### src/rtl/sent_tx_pkg.sv
package sent_tx_pkg;

   localparam logic [3:0] CRC_GEN_LO = 4'hD;
   localparam logic [3:0] SEED_NEW   = 4'h3;
   localparam logic [3:0] SEED_OLD   = 4'h5;

   // Fold one nibble into the running checksum: multiply by x^4 modulo the
   // generator, then add the incoming nibble.
   function automatic logic [3:0] crc4_fold(input logic [3:0] acc, input logic [3:0] nib);
      logic [3:0] r;
      r = acc;
      for (int i = 0; i < 4; i++) begin
         r = r[3] ? ({r[2:0], 1'b0} ^ CRC_GEN_LO) : {r[2:0], 1'b0};
      end
      return r ^ nib;
   endfunction

endpackage

### src/rtl/sent_crc4_serial.sv
module sent_crc4_serial
   import sent_tx_pkg::*;
#(
   parameter int NIB_MAX = 6,
   parameter int NC_W    = $clog2(NIB_MAX + 2)
) (
   input  logic                 clk,
   input  logic                 rst_n,
   input  logic                 load,
   input  logic [3:0]           seed,
   input  logic                 include_status,
   input  logic [3:0]           status_nib,
   input  logic [NIB_MAX*4-1:0] data_nib,
   input  logic [NC_W-1:0]      nib_count,
   output logic [3:0]           crc,
   output logic                 done
);

   localparam int SEQ_N = 2 ** NC_W;

   logic [3:0]      seq [SEQ_N];
   logic [NC_W-1:0] pos;
   logic            running;

   assign seq[0] = status_nib;
   for (genvar k = 0; k < NIB_MAX; k++) begin : g_seq
      assign seq[k+1] = data_nib[4*k +: 4];
   end
   for (genvar k = NIB_MAX + 1; k < SEQ_N; k++) begin : g_pad
      assign seq[k] = 4'h0;
   end

   always_ff @(posedge clk) begin
      if (!rst_n) begin
         crc     <= 4'h0;
         pos     <= '0;
         running <= 1'b0;
         done    <= 1'b0;
      end else if (load) begin
         crc     <= seed;
         pos     <= include_status ? NC_W'(0) : NC_W'(1);
         running <= 1'b1;
         done    <= 1'b0;
      end else if (running) begin
         if (pos > nib_count) begin
            crc     <= crc4_fold(crc, 4'h0);
            running <= 1'b0;
            done    <= 1'b1;
         end else begin
            crc <= crc4_fold(crc, seq[pos]);
            pos <= pos + NC_W'(1);
         end
      end
   end

endmodule

### src/rtl/sent_interval_sel.sv
module sent_interval_sel #(
   parameter int NIB_MAX    = 6,
   parameter int NC_W       = $clog2(NIB_MAX + 2),
   parameter int IDX_W      = $clog2(NIB_MAX + 4),
   parameter int LEN_W      = 8,
   parameter int PAUSE_W    = 8,
   parameter int SYNC_TICKS = 56,
   parameter int NIB_OFFSET = 12
) (
   input  logic [IDX_W-1:0]     idx,
   input  logic [3:0]           status_nib,
   input  logic [NIB_MAX*4-1:0] data_nib,
   input  logic [NC_W-1:0]      nib_count,
   input  logic [3:0]           crc,
   input  logic [PAUSE_W-1:0]   pause_len,
   output logic [LEN_W-1:0]     len,
   output logic                 last,
   output logic                 on_crc
);

   localparam int DSEL_N = 2 ** IDX_W;

   logic [3:0]       dsel [DSEL_N];
   logic [IDX_W-1:0] crc_idx;
   logic [IDX_W-1:0] pause_idx;
   logic [IDX_W-1:0] data_off;

   for (genvar k = 0; k < NIB_MAX; k++) begin : g_dsel
      assign dsel[k] = data_nib[4*k +: 4];
   end
   for (genvar k = NIB_MAX; k < DSEL_N; k++) begin : g_dpad
      assign dsel[k] = 4'h0;
   end

   assign crc_idx   = IDX_W'(nib_count) + IDX_W'(2);
   assign pause_idx = IDX_W'(nib_count) + IDX_W'(3);
   assign data_off  = idx - IDX_W'(2);
   assign on_crc    = (idx == crc_idx);
   assign last      = (on_crc && (pause_len == '0)) || (idx == pause_idx);

   always_comb begin
      if (idx == '0) begin
         len = LEN_W'(SYNC_TICKS);
      end else if (idx == IDX_W'(1)) begin
         len = LEN_W'(status_nib) + LEN_W'(NIB_OFFSET);
      end else if (idx < crc_idx) begin
         len = LEN_W'(dsel[data_off]) + LEN_W'(NIB_OFFSET);
      end else if (on_crc) begin
         len = LEN_W'(crc) + LEN_W'(NIB_OFFSET);
      end else begin
         len = LEN_W'(pause_len);
      end
   end

endmodule

### src/rtl/sent_phase_timer.sv
module sent_phase_timer #(
   parameter int LEN_W     = 8,
   parameter int LOW_TICKS = 5
) (
   input  logic             clk,
   input  logic             rst_n,
   input  logic             launch,
   input  logic             tick_en,
   input  logic             active,
   input  logic [LEN_W-1:0] len,
   input  logic             more,
   output logic             pin,
   output logic             iv_done
);

   logic [LEN_W-1:0] cnt;
   logic             at_end;

   assign at_end  = (cnt == len - LEN_W'(1));
   assign iv_done = active && tick_en && at_end;

   always_ff @(posedge clk) begin
      if (!rst_n) begin
         pin <= 1'b1;
         cnt <= '0;
      end else if (launch) begin
         pin <= 1'b0;
         cnt <= '0;
      end else if (active && tick_en) begin
         if (at_end) begin
            cnt <= '0;
            pin <= !more;
         end else begin
            cnt <= cnt + LEN_W'(1);
            if (cnt == LEN_W'(LOW_TICKS - 1)) begin
               pin <= 1'b1;
            end
         end
      end
   end

endmodule

### src/rtl/sent_fast_tx.sv
module sent_fast_tx
   import sent_tx_pkg::*;
#(
   parameter int NIB_MAX    = 6,
   parameter int PAUSE_W    = 8,
   parameter int SYNC_TICKS = 56,
   parameter int LOW_TICKS  = 5,
   parameter int NIB_OFFSET = 12,
   parameter int PAUSE_MIN  = 12,
   localparam int NC_W      = $clog2(NIB_MAX + 2)
) (
   input  logic                 clk,
   input  logic                 rst_n,
   input  logic                 tick_en,
   input  logic                 start,
   output logic                 ready,
   input  logic [3:0]           status_nib,
   input  logic [NIB_MAX*4-1:0] data_nib,
   input  logic [NC_W-1:0]      nib_count,
   input  logic                 crc_with_status,
   input  logic                 seed_legacy,
   input  logic [PAUSE_W-1:0]   pause_ticks,
   output logic                 tx_pin
);

   localparam int IDX_W  = $clog2(NIB_MAX + 4);
   localparam int SYNC_W = $clog2(SYNC_TICKS + 1);
   localparam int LEN_W  = (SYNC_W > PAUSE_W) ? SYNC_W : PAUSE_W;

   if (LOW_TICKS < 1 || LOW_TICKS >= NIB_OFFSET) begin : g_bad_low
      $error("LOW_TICKS must be at least 1 and below NIB_OFFSET");
   end
   if (SYNC_TICKS <= NIB_MAX + 2) begin : g_bad_sync
      $error("sync interval too short for the checksum fold");
   end
   if (PAUSE_MIN <= LOW_TICKS || PAUSE_MIN > (2 ** PAUSE_W) - 1) begin : g_bad_pause
      $error("PAUSE_MIN must exceed LOW_TICKS and fit in PAUSE_W");
   end
   if (NIB_MAX < 1) begin : g_bad_nib
      $error("NIB_MAX must be at least 1");
   end

   logic                 busy;
   logic                 accept;
   logic [IDX_W-1:0]     idx;
   logic [3:0]           stat_q;
   logic [NIB_MAX*4-1:0] data_q;
   logic [NC_W-1:0]      cnt_q;
   logic [PAUSE_W-1:0]   pause_q;
   logic [NC_W-1:0]      cnt_eff;
   logic [PAUSE_W-1:0]   pause_eff;
   logic [3:0]           crc_val;
   logic                 crc_done;
   logic [LEN_W-1:0]     iv_len;
   logic                 iv_last;
   logic                 iv_on_crc;
   logic                 iv_done;
   logic                 on_crc_iv;

   assign ready     = !busy;
   assign accept    = start && !busy;
   assign on_crc_iv = busy && iv_on_crc;

   always_comb begin
      if (nib_count == '0) begin
         cnt_eff = NC_W'(1);
      end else if (nib_count > NC_W'(NIB_MAX)) begin
         cnt_eff = NC_W'(NIB_MAX);
      end else begin
         cnt_eff = nib_count;
      end
   end

   always_comb begin
      if (pause_ticks == '0) begin
         pause_eff = '0;
      end else if (pause_ticks < PAUSE_W'(PAUSE_MIN)) begin
         pause_eff = PAUSE_W'(PAUSE_MIN);
      end else begin
         pause_eff = pause_ticks;
      end
   end

   always_ff @(posedge clk) begin
      if (!rst_n) begin
         busy    <= 1'b0;
         idx     <= '0;
         stat_q  <= '0;
         data_q  <= '0;
         cnt_q   <= NC_W'(1);
         pause_q <= '0;
      end else if (accept) begin
         busy    <= 1'b1;
         idx     <= '0;
         stat_q  <= status_nib;
         data_q  <= data_nib;
         cnt_q   <= cnt_eff;
         pause_q <= pause_eff;
      end else if (iv_done) begin
         if (iv_last) begin
            busy <= 1'b0;
         end else begin
            idx <= idx + IDX_W'(1);
         end
      end
   end

   sent_crc4_serial #(
      .NIB_MAX (NIB_MAX),
      .NC_W    (NC_W)
   ) u_crc (
      .clk            (clk),
      .rst_n          (rst_n),
      .load           (accept),
      .seed           (seed_legacy ? SEED_OLD : SEED_NEW),
      .include_status (crc_with_status),
      .status_nib     (stat_q),
      .data_nib       (data_q),
      .nib_count      (cnt_q),
      .crc            (crc_val),
      .done           (crc_done)
   );

   sent_interval_sel #(
      .NIB_MAX    (NIB_MAX),
      .NC_W       (NC_W),
      .IDX_W      (IDX_W),
      .LEN_W      (LEN_W),
      .PAUSE_W    (PAUSE_W),
      .SYNC_TICKS (SYNC_TICKS),
      .NIB_OFFSET (NIB_OFFSET)
   ) u_sel (
      .idx        (idx),
      .status_nib (stat_q),
      .data_nib   (data_q),
      .nib_count  (cnt_q),
      .crc        (crc_val),
      .pause_len  (pause_q),
      .len        (iv_len),
      .last       (iv_last),
      .on_crc     (iv_on_crc)
   );

   sent_phase_timer #(
      .LEN_W     (LEN_W),
      .LOW_TICKS (LOW_TICKS)
   ) u_timer (
      .clk     (clk),
      .rst_n   (rst_n),
      .launch  (accept),
      .tick_en (tick_en),
      .active  (busy),
      .len     (iv_len),
      .more    (!iv_last),
      .pin     (tx_pin),
      .iv_done (iv_done)
   );

endmodule

### config.mk
export PLATFORM = sky130hd
export DESIGN_NAME = sent_fast_tx
export DESIGN_NICKNAME = d
export VERILOG_FILES = /design/src/rtl/sent_tx_pkg.sv /design/src/rtl/sent_crc4_serial.sv /design/src/rtl/sent_interval_sel.sv /design/src/rtl/sent_phase_timer.sv /design/src/rtl/sent_fast_tx.sv
export SDC_FILE = /design/constraint.sdc
export NUM_CORES = 1
export LEC_CHECK = 0
export BUFFER_PORTS_ARGS = -buffer_cell sky130_fd_sc_hd__buf_2
export CAP_MARGIN = 25
export CORE_ASPECT_RATIO = 0.5
export CORE_UTILIZATION = 55
export CTS_BUF_LIST = sky130_fd_sc_hd__clkbuf_2 sky130_fd_sc_hd__clkbuf_4 sky130_fd_sc_hd__clkbuf_8
export CTS_CLUSTER_SIZE = 24
export DETAILED_ROUTE_END_ITERATION = 7
export GPL_TIMING_DRIVEN = 0
export PLACE_DENSITY = 0.76
export SYNTH_ARGS = -nofsm -noshare
export SYNTH_HDL_FRONTEND = slang
export SYNTH_SLANG_ARGS = --single-unit
### constraint.sdc
create_clock -name clk -period 8.5 [get_ports clk]
set_input_delay 0.425 -clock clk [delete_from_list [all_inputs] [get_ports clk]]
set_output_delay 0.425 -clock clk [all_outputs]
set_load 0.005 [all_outputs]
**Word level (Yosys, flattened, before mapping)**

Index checks and enable logic that the tools add are counted.
Widths: inputs -> output; s select.

- Register bits after elaboration: 61
- Bits of input ports: 45
- Output and inout bits: 2

- Add/subtract/negate cells: 10
- Magnitude comparators: 6
- Equal/unequal tests: 6
- Muxes and demuxes: 37
- Bitwise logic cells: 9
- Reductions and logical operators: 20

Operator list:

| operator | count |
|---|---|
| $mux 8 | 7 |
| $mux 4 | 11 |
| $mux 3 | 6 |
| $bmux 4 s4 | 1 |
| $logic_not 8->1 | 2 |
| $add 4x4->5 const B | 3 |
| $bmux 4 s3 | 1 |
| $not 3->3 | 4 |
| $mux 1 | 11 |
| $add 3x2->4 const B | 2 |
| $add 8x1->8 const B | 1 |
| $eq 4x4->1 | 2 |
| $eq 8x3->1 const B | 1 |
| $eq 8x8->1 | 1 |
| $lt 8x4->1 const B | 1 |
| $reduce_and 2->1 | 4 |
| $reduce_bool 2->1 | 4 |
| $sub 8x1->8 const B | 1 |
| $ge 5x5->1 const B | 1 |
| $not 4->5 | 1 |
| $add 4x1->4 const B | 1 |
| $eq 4x1->1 const B | 1 |
| $ge 4x4->1 const B | 1 |
| $logic_and 1x1->1 | 4 |
| other kinds (15) | 16 |

**Logic depth before layout (Yosys ltp)**

- Word-level depth: 14
- Mapped depth: 15
- Mapped depth without buffers: 15

**Hierarchy**

A second synthesis with hierarchy kept.

- Cells, all modules: 487
- Area total of the unflattened synthesis: 4320.4 µm²

Modules (own cells, without submodules):

| module | times used | cells each | area each (µm²) | seq. area each (µm²) |
|---|---|---|---|---|
| sent_fast_tx | 1 | 204 | 1945.6 | 880.8 |
| sent_crc4_serial | 1 | 95 | 880.8 | 180.2 |
| sent_phase_timer | 1 | 95 | 789.5 | 180.2 |
| sent_interval_sel | 1 | 93 | 704.4 | 0.0 |

**Worst setup path after synthesis**

Ideal clock, no wire load.

- Path type: flip-flop to flip-flop
- Start: register cnt_q[1]
- End: register idx[3]
- Setup time: 0.072 ns
- Arrival time: 3.843 ns
- Slack: 4.585 ns
- Cell stages (with the launch flop): 16
- Cell sequence: dfxtp_1 > inv_1 > ha_1 > ha_1 > nand4_4 > mux2_2 > o21ai_0 > a31o_2 > ha_1 > nand3_1 > or4_1 > o211ai_2 > o211ai_2 > a2111o_1 > or4_1 > a21oi_1

- Longest elaborated chain between the ends: 10
- Elaborated cells on any way between the ends: 16
- Classes of those cells: add/sub: 3; order compare: 1; eq/ne: 3; mux: 4; bitwise: 1; reduce/logical: 4

Ends and longest elaborated chain:

| element | line | source |
|---|---|---|
| start: declaration | sent_fast_tx.sv:48 | `logic [NC_W-1:0] cnt_q;` |
| start signal: assignment | sent_fast_tx.sv:97 | `cnt_q <= cnt_eff;` |
| parallel branches: the longest is 9 deep, another holds $sub 8x1->8 | - |  |
| $reduce_and 2->1 (no line) * | - |  |
| end signal: assignment | sent_fast_tx.sv:103 | `idx <= idx + IDX_W'(1);` |
| end: declaration | sent_fast_tx.sv:45 | `logic [IDX_W-1:0] idx;` |

Every way passes the cells marked *.
A chain may end at the register's enable or synchronous reset.

**Final worst setup path**

- Start: register idx[0]
- End: register u_timer.cnt[7]

- Longest elaborated chain between the ends: 12
- Elaborated cells on any way between the ends: 17
- Classes of those cells: add/sub: 3; order compare: 1; eq/ne: 3; mux: 8; bitwise: 1; reduce/logical: 1

Ends and longest elaborated chain:

| element | line | source |
|---|---|---|
| $sub 4x2->4 | sent_interval_sel.sv:37 | `assign data_off = idx - IDX_W'(2);` |
| $not 4->5 (not written as such) | sent_interval_sel.sv:47 | `len = LEN_W'(dsel[data_off]) + LEN_W'(NIB_OFFSET);` |
| $bmux 4 s4 | sent_interval_sel.sv:47 |  |
| $mux 4 (not written as such) (2 in series) | sent_interval_sel.sv:47 |  |
| $add 4x4->5 | sent_interval_sel.sv:47 |  |
| $mux 8 | sent_interval_sel.sv:46 | `end else if (idx < crc_idx) begin` |
| $mux 8 | sent_interval_sel.sv:44 | `end else if (idx == IDX_W'(1)) begin` |
| $mux 8 * | sent_interval_sel.sv:42 | `if (idx == '0) begin` |
| $sub 8x1->8 * | sent_phase_timer.sv:19 | `assign at_end = (cnt == len - LEN_W'(1));` |
| $eq 8x8->1 * | sent_phase_timer.sv:19 |  |
| $mux 8 * | sent_phase_timer.sv:30 | `if (at_end) begin` |
| end signal: assignment | sent_phase_timer.sv:34 | `cnt <= cnt + LEN_W'(1);` |
| end: declaration | sent_phase_timer.sv:16 | `logic [LEN_W-1:0] cnt;` |

Mark *: on every way between the ends. The rest lies on a longest branch, timed or not. The select of a mux whose other input is x is not followed.

==> impl_table.tex <==
\begin{tabular}{lr}
\hline
Metric & Value \\
\hline
\multicolumn{2}{l}{\textbf{Synthesis}} \\
Post-Synthesis Cells & 472 \\
Most frequent cells after synthesis & 98 x nand2\_1, 61 x dfxtp\_1, 36 x a21boi\_0 \\
Fraction of the yosys area taken by sequential cells & 31.44\% \\
Cell types occupying the most area after synthesis & dfxtp\_1 31\%, nand2\_1 9.5\%, ha\_1 7.1\% \\
Area leader, netlist & dfxtp\_1 \\
Synthesized Nets & 539 \\
Fraction of registers with async set or reset after synthesis & 0\% \\
Share of the synthesized area in compound gates (AO/OA/AOI/OAI) & 21.07\% \\
Netlist cell types & 53 \\
Largest family of logic cells by synthesized area & compound AO/OA/AOI/OAI gates \\
Post-synthesis xor/xnor area fraction & 7.216\% \\
Post-synthesis register bit count & 61 \\
Area share of the leading cell type in the synthesized netlist & 31.44\% \\
Post-synthesis average cell area & 8.228 sq um \\
Synthesized-area fraction occupied by adder cells & 7.088\% \\
EDFF count, synth & 0 \\
Simple-Gate Fraction of Synth Area & 19.56\% \\
Proportion of synthesized area in mux cells & 9.214\% \\
Dominant register cell in the synthesized netlist & dfxtp\_1 \\
Most repeated cell in the gate-level netlist after synthesis & nand2\_1 \\
Yosys warnings & 0 \\
Total standard cell area after synthesis & 0.003884 sq mm \\
\multicolumn{2}{l}{\textbf{Clocking}} \\
Clock-pin slew reported for the worst setup and hold paths after clock tree synthesis & 0.08 ns \\
Clock Path Buffers & 2 \\
Cell chosen for the clock root & clkbuf\_8 \\
Cts bufs inserted & 9 \\
Clk Latency, worst-skew pair & 0.36 ns \\
Count of cells resized by post-cts repair & 0 \\
Clock sink total & 61 \\
Total of hold buffers inserted after clock tree synthesis & 0 \\
TritonCTS clock tree & done \\
Max H-tree Level & 3 \\
Buffer count from post-CTS setup fixing & 0 \\
\multicolumn{2}{l}{\textbf{Routing}} \\
Post-detailed-routing wire length & 9821 microns \\
Violation count after the first detailed-route iteration & 254 \\
Via density per instance & 5.640 \\
First-pass iteration count of the detailed router & 6 \\
Routed wire per std cell & 15.71 microns \\
Number of routed nets with antenna violations & 0 \\
Remaining routing DRC violations & 0 \\
Overall via count from detail\_route & 3525 \\
\multicolumn{2}{l}{\textbf{Floorplanning}} \\
Core area & 0.006753 sq mm \\
Ports & 47 \\
Placement row count & 21 \\
DIE AREA & 0.007422 sq mm \\
Die height & 61.42 microns \\
Initial Util & 57.51\% \\
Width of the die & 120.8 microns \\
\multicolumn{2}{l}{\textbf{Worst setup path}} \\
WP data arrival & 4.68 ns \\
Crit-path max cell delay & 0.76 ns \\
Worst setup SP type & flop \\
Critical path required time & 8.75 ns \\
Kind of end point of the critical path & flop \\
Critical-path cell list & buf\_4 > inv\_1 > ha\_1 > nand4\_4 > mux2\_2 > o21ai\_0 > a31o\_2 > ha\_1 > nand3\_1 > or4\_1 > o211ai\_2 > o211ai\_2 > a2111oi\_2 > a21o\_1 > nor2\_1 \\
Number of buffer and inverter stages on the critical path & 2 \\
Kind of critical path & reg2reg \\
Crit Path Max Fanout & 10 \\
Slowest cell on the critical path & a2111oi\_2 \\
Kind of cell adding the most delay to the critical path & compound AO/OA/AOI/OAI gates \\
\multicolumn{2}{l}{\textbf{Place}} \\
GP Congestion & 0.9297 \\
Number of port buffers & 45 \\
Area post-placement & 0.004224 sq mm \\
Placed Instances & 609 \\
Detail Placement HPWL & 7388 microns \\
\multicolumn{2}{l}{\textbf{Cells and area}} \\
Final core area utilization & 65.85\% \\
Final cell count without fillers & 625 \\
Layout area overhead & 14.50\% \\
Ratio of cells with drive above 1 in the final layout & 15.01\% \\
Final Instance Area & 0.004447 sq mm \\
Ant diodes & 0 \\
Nets & 595 \\
\multicolumn{2}{l}{\textbf{Pwr}} \\
Cell leakage power & 0.001667 uW \\
Worst ir drop on vdd & 120.4 uV \\
Power density over cell area & 161.3 mW/mm\^{}2 \\
\multicolumn{2}{l}{\textbf{Timing}} \\
Min Tclk post-route & 4.436 ns \\
RSZ-0062 raised after global routing & false \\
Final setup violation count & 0 \\
Hold WS & 0.3032 ns \\
Relative slew slack & 49.23\% \\
Number of hold violations in the final report & 0 \\
Final clock period utilization by the worst path & 52.19\% \\
Least-Margin Pin Slew & 0.7600 ns \\
Number of max-slew violations in the final report & 0 \\
Sum Neg Setup Slack & 0 ns \\
Clock tree skew after final layout & 0.007997 ns \\
Maximum clock rate & 225.4 MHz \\
\multicolumn{2}{l}{\textbf{Run}} \\
Number of max-cap violations & 0 \\
\multicolumn{2}{l}{\textbf{Outcome}} \\
Outcome & finished clean \\
\multicolumn{2}{l}{\textbf{GRT}} \\
Number of antenna violations at the first check in global routing & 0 \\
Remaining Overflow, GRT & 0 \\
Number of global-route vias before repair & 3092 \\
Largest net degree at the start of global routing & 13 \\
GRT Overall Usage & 28.51\% \\
Wire length of the first global-routing pass & 15460 microns \\
\multicolumn{2}{l}{\textbf{Hold path}} \\
Path class of the lowest-slack min-delay path & in2reg \\
\hline
\end{tabular}
-- through the flow --
stage | power [uW] | setup WS (ns)
global placement | 425.0 | 4.116
global route | 747.5 | 3.778
floorplan | 392.7 | 4.585
detailed placement | 427.2 | 4.105
CTS | 718.2 | 4.056
finish | 717.2 | 4.064
-- cells in the final DEF (no fill, tap or decap), drive strengths merged, types with 3 or more instances in the layout --
master,instances
o2111ai,3
o211ai,10
ha,22
nor4,3
a21boi,36
a22oi,3
xnor2,21
inv,20
nor2b,4
or4,3
buf,48
dfxtp,61
o211a,3
nand2b,4
mux2i,20
or3,5
clkbuf,30
and3,3
mux4,6
xor2,11
a21o,3
nand4,3
nand3,11
clkinv,3
o21ai,22
a21oi,19
a31o,3
nand2,98
nor2,27
-- kinds of logic after synthesis --
logic type / after synthesis
xor gates and xnor gates: 32
adders and majority gates: 22
muxes: 28
and+or+nand+nor: 170
AOI/OAI and AO/OA: 116
DFF: 61
buffers and inverters: 43
-- per-layer routing --
metal	global-route usage, %	up-vias	part of all wire (%)
met5	0	-	0
met4	8.466	0	1.2
met3	7.407	12	7.6
met2	44.08	115	43
met1	39.66	1625	49
li1	-	1773	-
-- final timing paths --
path | endpoint | start | cells after the start | slack, ns
worst max-delay path | u_timer.cnt[7] | idx[0] | 15 | 4.06
worst min-delay path | data_q[21] | data_nib[21] | 3 | 0.30
worst max register to register | u_timer.cnt[7] | idx[0] | 15 | 4.06
worst min register to register | stat_q[3] | stat_q[3] | 2 | 0.48
-- sequential cells by signal (all words and copies together), names as in the netlist --
register / cells
busy: 1
cnt_q: 3
data_q: 24
idx: 4
pause_q: 8
stat_q: 4
u_crc.crc: 4
u_crc.pos: 3
u_crc.running: 1
u_timer.cnt: 8
u_timer.pin: 1
-- layout make-up --
| cell class | instances | area, sq um |
|---|---|---|
| plain buffers | 24 | 100.1 |
| multi-input cells | 368 | 2491 |
| well taps | 92 | 115.1 |
| fillers | 569 | 2306 |
| repair buffers | 45 | 225.2 |
| clock buffers | 9 | 123.9 |
| clock inverters | 7 | 98.84 |
| inverters | 19 | 71.32 |
| flip-flops and latches | 61 | 1221 |
-- power breakdown --
group          internal (uW)  total, uW  switching, uW
Combinational           48.6        108           59.2
Sequential               301        315           14.4
Clock                    166        294            128
Total                    516        717            201
-- worst min-delay path: stages --
cell and delay (ns):
buf_2 0.09, nand2_1 0.04, a21boi_0 0.06
Power figures use the tool's default switching activity.
